==> src/rtl/burst_col_pkg.sv <==
package burst_col_pkg;

    localparam int COL_W   = 9;
    localparam int LSEL_W  = 2;

    typedef enum logic {
        ORD_LINEAR = 1'b0,
        ORD_XOR    = 1'b1
    } order_e;

    typedef struct packed {
        logic   full;
        logic   illegal;
        order_e ord;
    } burst_flags_t;

    function automatic logic [COL_W-1:0] len_mask(input logic [LSEL_W-1:0] sel);
        logic [COL_W-1:0] one;
        one = {{(COL_W-1){1'b0}}, 1'b1};
        return (one << sel) - one;
    endfunction

    function automatic logic [COL_W-1:0] map_col(
        input logic [COL_W-1:0] base,
        input logic [COL_W-1:0] beat,
        input logic [COL_W-1:0] mask,
        input order_e           ord
    );
        logic [COL_W-1:0] low;
        if (ord == ORD_XOR)
            low = base ^ beat;
        else
            low = base + beat;
        return (base & ~mask) | (low & mask);
    endfunction

endpackage

==> src/rtl/bcg_cfg_decode.sv <==
module bcg_cfg_decode
    import burst_col_pkg::*;
#(
    parameter int CW = COL_W
) (
    input  logic [LSEL_W-1:0] len_sel,
    input  logic              full_req,
    input  order_e            ord,
    output logic [CW-1:0]     mask,
    output burst_flags_t      flags
);
    localparam logic [LSEL_W-1:0] SEL_MAX = {LSEL_W{1'b1}};

    logic bad_combo;
    logic [LSEL_W-1:0] eff_sel;

    always_comb begin
        bad_combo = full_req && (ord == ORD_XOR);
        eff_sel   = bad_combo ? SEL_MAX : len_sel;
        if (full_req && !bad_combo)
            mask = {CW{1'b1}};
        else
            mask = CW'(len_mask(eff_sel));
        flags.full    = full_req && !bad_combo;
        flags.illegal = bad_combo;
        flags.ord     = ord;
    end

endmodule

==> src/rtl/bcg_beat_ctrl.sv <==
module bcg_beat_ctrl
    import burst_col_pkg::*;
#(
    parameter int CW = COL_W
) (
    input  logic          clk,
    input  logic          rst,
    input  logic          start,
    input  logic          stop,
    input  logic          step_en,
    input  logic [CW-1:0] start_col,
    input  logic [CW-1:0] mask_in,
    input  burst_flags_t  flags_in,
    output logic [CW-1:0] base_q,
    output logic [CW-1:0] beat_q,
    output logic [CW-1:0] mask_q,
    output burst_flags_t  flags_q,
    output logic          busy_q,
    output logic          last,
    output logic          done_q
);
    localparam logic [CW-1:0] BEAT_ONE = {{(CW-1){1'b0}}, 1'b1};

    always_comb begin
        last = busy_q && !flags_q.full && (beat_q == mask_q);
    end

    always_ff @(posedge clk) begin
        if (rst) begin
            base_q  <= '0;
            beat_q  <= '0;
            mask_q  <= '0;
            flags_q <= '{full: 1'b0, illegal: 1'b0, ord: ORD_LINEAR};
            busy_q  <= 1'b0;
            done_q  <= 1'b0;
        end else begin
            done_q <= 1'b0;
            if (start) begin
                base_q  <= start_col;
                beat_q  <= '0;
                mask_q  <= mask_in;
                flags_q <= flags_in;
                busy_q  <= 1'b1;
            end else if (busy_q && stop) begin
                busy_q <= 1'b0;
                done_q <= 1'b1;
            end else if (busy_q && step_en) begin
                beat_q <= beat_q + BEAT_ONE;
                if (last) begin
                    busy_q <= 1'b0;
                    done_q <= 1'b1;
                end
            end
        end
    end

endmodule

==> src/rtl/bcg_col_map.sv <==
module bcg_col_map
    import burst_col_pkg::*;
#(
    parameter int CW = COL_W
) (
    input  logic [CW-1:0] base,
    input  logic [CW-1:0] beat,
    input  logic [CW-1:0] mask,
    input  order_e        ord,
    output logic [CW-1:0] col
);
    logic [CW-1:0] lin_low;
    logic [CW-1:0] xor_low;

    for (genvar b = 0; b < CW; b++) begin : g_bit
        always_comb begin
            col[b] = mask[b] ? ((ord == ORD_XOR) ? xor_low[b] : lin_low[b]) : base[b];
        end
    end

    always_comb begin
        lin_low = base + beat;
        xor_low = base ^ beat;
    end

endmodule

==> src/rtl/burst_col_gen.sv <==
module burst_col_gen
    import burst_col_pkg::*;
#(
    parameter int CW = COL_W
) (
    input  logic              clk,
    input  logic              rst,
    input  logic              start,
    input  logic [CW-1:0]     start_col,
    input  logic [LSEL_W-1:0] len_sel,
    input  logic              full_page,
    input  logic              order,
    input  logic              stop,
    input  logic              step_en,
    output logic [CW-1:0]     col,
    output logic              busy,
    output logic              last,
    output logic              done,
    output logic              illegal
);
    logic [CW-1:0] dec_mask;
    burst_flags_t  dec_flags;
    logic [CW-1:0] base_q;
    logic [CW-1:0] beat_q;
    logic [CW-1:0] mask_q;
    burst_flags_t  flags_q;

    bcg_cfg_decode #(.CW(CW)) u_dec (
        .len_sel  (len_sel),
        .full_req (full_page),
        .ord      (order_e'(order)),
        .mask     (dec_mask),
        .flags    (dec_flags)
    );

    bcg_beat_ctrl #(.CW(CW)) u_ctrl (
        .clk       (clk),
        .rst       (rst),
        .start     (start),
        .stop      (stop),
        .step_en   (step_en),
        .start_col (start_col),
        .mask_in   (dec_mask),
        .flags_in  (dec_flags),
        .base_q    (base_q),
        .beat_q    (beat_q),
        .mask_q    (mask_q),
        .flags_q   (flags_q),
        .busy_q    (busy),
        .last      (last),
        .done_q    (done)
    );

    bcg_col_map #(.CW(CW)) u_map (
        .base (base_q),
        .beat (beat_q),
        .mask (mask_q),
        .ord  (flags_q.ord),
        .col  (col)
    );

    always_comb begin
        illegal = flags_q.illegal;
    end

endmodule

==> config.mk <==
export PLATFORM = sky130hd
export DESIGN_NAME = burst_col_gen
export DESIGN_NICKNAME = d
export VERILOG_FILES = /design/src/rtl/burst_col_pkg.sv /design/src/rtl/bcg_cfg_decode.sv /design/src/rtl/bcg_beat_ctrl.sv /design/src/rtl/bcg_col_map.sv /design/src/rtl/burst_col_gen.sv
export SDC_FILE = /design/constraint.sdc
export NUM_CORES = 1
export LEC_CHECK = 0
export BUFFER_PORTS_ARGS = -buffer_cell sky130_fd_sc_hd__buf_2
export CORE_MARGIN = 4
export CORE_UTILIZATION = 40
export CTS_CLUSTER_SIZE = 28
export DETAILED_ROUTE_END_ITERATION = 8
export HOLD_SLACK_MARGIN = 0.06
export PLACE_DENSITY = 0.64
export SYNTH_ARGS = -nofsm -noshare
export SYNTH_HDL_FRONTEND = slang
export SYNTH_HIERARCHICAL = 1
export SYNTH_SLANG_ARGS = --single-unit
==> constraint.sdc <==
create_clock -name clk -period 2 [get_ports clk]
set_input_delay 0.2 -clock clk [delete_from_list [all_inputs] [get_ports clk]]
set_output_delay 0.2 -clock clk [all_outputs]
set_load 0.01 [all_outputs]
; ---- After elaboration in Yosys (flattened, before gate mapping)
; Index checks and enable logic that the tools add are counted.
[totals]
regBits = 32
latch_bits = 0
mem_bits_rw = 0
mem_bits_ro = 0
in_bits = 18
out_inout_bits = 13
wordCells = 55
mem_count = 0
[op_classes]
n_addsub = 3
n_mul = 0
div_mod_pow = 0
n_lt_le_gt_ge = 0
n_eq_ne = 1
shifts = 1
mux = 27
bitwise_logic = 2
reduce_logical = 13
[ops]
columns = cell, count
row1 = $mux 1, 25
row2 = $add 9x1->9 const B, 1
row3 = $add 9x9->9, 1
row4 = $eq 9x9->1, 1
row5 = $mux 9, 1
row6 = $shl 1x2->9 const A, 1
row7 = $sub 9x1->9 const B, 1
row8 = $xor 9x9->9, 1
row9 = $logic_and 1x1->1, 6
row10 = $reduce_bool 3->1, 2
row11 = $reduce_and 2->1, 2
row12 = $logic_not 1->1, 2
row13 = $mux 2, 1
row14 = $reduce_or 2->1, 1
row15 = $not 1->1, 1

; ---- Logic depth before layout (Yosys ltp)
[logic_depth]
depth_word = 7
ltp_mapped = 7
ltp_nobuf = 7

; ---- Modules after synthesis
; Netlist, hierarchy kept.
[by_module_without_submodules]
columns = mod, instances, cells_each, area_each_um2, seq_area_each_um2
row1 = bcg_beat_ctrl, 1, 136, 1333.8, 640.6
row2 = bcg_col_map, 1, 61, 476.7, 0.0
row3 = bcg_cfg_decode, 1, 13, 92.6, 0.0

; ---- Worst setup path after synthesis
; OpenSTA, ideal clock, no wires.
[synth_path]
path_type = register -> output
startpoint = register u_ctrl.beat_q[0]
endpoint = output col[8]
arrival_ns = 1.960
required_time_ns = 1.800
slack_ns = -0.160
path_stages_with_launch = 8
path_buffers = 0
cell_sequence = dfxtp_1 -> ha_1 -> fa_1 -> a211oi_2 -> o32ai_2 -> a31oi_1 -> mux2i_1 -> xor2_1
[synth_between]
elab_chain_cells = 3
[synth_rtl]
columns = element, line_no
row1 = from (decl), bcg_beat_ctrl.sv:15  ; output logic [CW-1:0] beat_q,
row2 = from (signal assigned), bcg_beat_ctrl.sv:48  ; beat_q <= beat_q + BEAT_ONE;
row3 = $add 9x9->9, bcg_col_map.sv:22  ; lin_low = base + beat;
row4 = $mux 1 (2 in series), bcg_col_map.sv:17  ; col[b] = mask[b] ? ((ord == ORD_XOR) ? xor_low[b] : lin_low[b]) : base[b];
row5 = to (decl), burst_col_gen.sv:15  ; output logic [CW-1:0] col,
; No other way between the ends.

; ---- Worst setup path in the final report
; Same ends and word-level chain as after synthesis.

==> reports/metrics.yaml <==
synth_area_leaders: "dfxtp_1 (34%), mux2i_1 (12%), nor2_1 (7.5%)"
clkTransAtPathRegs_ns: 0.07
finalWeightedCongestion: 0.8399
synth_seq_cells: 32
required_ns: 1.80
dp_cells: 294
overflow: 0
grt_setup_unrepaired: "yes"
drive_above_1_share: 0.3083
placementRows: 24
p_total_mw: 1.417
peakVddDrop_uv: 341.3
diodes: 0
skew_ns: 0.008823
fin_cells: 305
fp.coreArea_mm2: 0.004474
tightest_slew_ns: 0.6147
first_global_vias: 1545
final.min_clock_period_ns: 2.455
cap_violations: 0
hold_viol_final: 0
critical_path.startpoint_type: "flop"
via_per_inst: 5.102
cts_inserted_buffers: 5
hpwl_um: 3230
drt_wl_total_um: 4313
status: "complete, but fails checks"
ys_types: 41
synth_top_area_frac: 0.3366
rr_startpoint: "u_ctrl/beat_q[1]$_SDFFE_PP0P_"
cts_tree: "yes"
syn2layout_area_growth_pct: 23.73
synth_top_area_cell: "dfxtp_1"
p_leak_nw: 1.073
clk_latency_ns: 0.29
ys_seq_area_frac: 0.3366
fin_nets: 280
finalCritPeriodShare: 1.227
start_util: 0.4253
setup_slack_ns: -0.4549
first_iter_violations: 62
synthTopCellsByCount: "nor2_1 (38), dfxtp_1 (32), mux2i_1 (23)"
cts-root-buf: "clkbuf_8"
hold_path_startpoint: "start_col[5]"
arrival_ns: 2.25
fin_tns_setup_ns: -1.605
ioPinCount: 31
min-delay-path-class: "primary input to flop"
synth_area_per_cell_um2: 9.062
slew_viol_final: 0
worstSetupPathType: "flop to output port"
r2r.worst_path.cells: 5
finalSetupViolCount: 6
clock-sinks: 32
fill_cells: 427
grt_use_total: 0.1578
io_buffer_count: 30
min_path_cells: 3
ys.flop_type: "dfxtp_1"
end_kind: "output port"
wl_per_cell_um: 14.14
clockBufferDepth: 2
drc: 0
synth.most_common_cell: "nor2_1"
syn_nets: 238
drtAntennaViolNets: 0
syn_area_mm2: 0.001903
pre_cts_slack_ns: -0.2010
grt_pass1_wl_um: 7417
maxSlewHeadroom: 0.5894
fmax_mhz: 407.3
antenna_found_initial: 0
die-area_mm2: 0.005925
cts_hold_buf: 0
grt_max_degree: 25
critPathMaxFanout: 2
die_w_um: 76.98
num_vias: 1556
postSynthCellCount: 210
synth_edf_count: 0
firstDrtPassIters: 4
cp-startpoint: "u_ctrl/beat_q[0]$_SDFFE_PP0P_"
die_h_um: 76.98
synthArstFlopShare: 0
yosys_warnings: 6
cellPowerDensity_mw_per_mm2: 601.8
htree_levels: 2
violations: "setup timing"
## layout make-up
cell class              instances  area [um^2]  area share
clock buffers                   8        90.09     0.03826
flip-flops and latches         32        645.6      0.2742
inverters                       4        15.01    0.006376
multi-input cells             159         1222      0.5191
well taps                      52        65.06     0.02763
repair buffers                 50        316.6      0.1344
## layer usage
layer,vias up,track usage,part of all wire
li1,809,-,-
met1,710,0.2095,0.49
met2,31,0.2404,0.44
met3,6,0.04450,0.050
met4,0,0.06406,0.018
met5,-,0,0
## worst paths after layout
path | to | slack, ns
hold reg to reg | u_ctrl/flags_q[2]$_SDFFE_PP0P_ | 0.49
setup / recovery | col[8] | -0.45
setup reg to reg | u_ctrl/beat_q[4]$_SDFFE_PP0P_ | 0.54
hold / removal | u_ctrl/base_q[5]$_SDFFE_PP0P_ | 0.14
## sequential cells by signal (all words and copies together), names as in the netlist
register,cells
u_ctrl/base_q,9
u_ctrl/beat_q,9
u_ctrl/busy_q,1
u_ctrl/done_q,1
u_ctrl/flags_q,3
u_ctrl/mask_q,9
## cells by family after synthesis
group,synth area share
DFF,0.3366
and+or+nand+nor,0.1894
AOI/OAI and AO/OA,0.1052
muxes,0.1407
xor gates and xnor gates,0.1013
adders and majority gates,0.06969
buffers and inverters,0.05719
## metrics by stage
stage,cell area (um^2),utilization,hold slack (ns)
after floorplan,1919,-,0.2691
after CTS,2292,0.5123,0.1347
after global routing,2355,0.5263,0.1498
after detailed placement,2168,0.4846,0.4458
after global placement,2168,0.4846,0.4357
final,2355,0.5263,0.1449
## critical path, stage by stage (launching register included)
cell	delay, ns
dfxtp_2	0.33
ha_4	0.16
fa_2	0.36
a211oi_4	0.24
o32ai_2	0.13
a31oi_1	0.21
mux2i_1	0.25
xor2_1	0.14
buf_2	0.14
## layout by cell type, fill, tap and decap left out, types with 6 or more instances in the layout
cell,count
dfxtp_1,28
xnor2_1,15
buf_2,28
a21oi_1,10
nand2_1,8
mux2i_1,23
buf_4,19
nor2_1,37
clkbuf_8,6
ha_1,6
xor2_1,7
## what timing repair did
action                     in CTS  in global routing
buffers inserted                1                  3
pin swaps                       5                  8
setup endpoints to repair       6                  6
gates resized for setup         7                  8
cloned                          0                  0
## power breakdown
group / leakage (nW) / total, mW / internal (mW) / switching (mW)
sequential: 0.264 / 0.694 / 0.663 / 0.0304
clock: 0.0455 / 0.513 / 0.280 / 0.233
combinational: 0.764 / 0.211 / 0.105 / 0.105
Note: power is estimated with default switching activity, not from simulation.
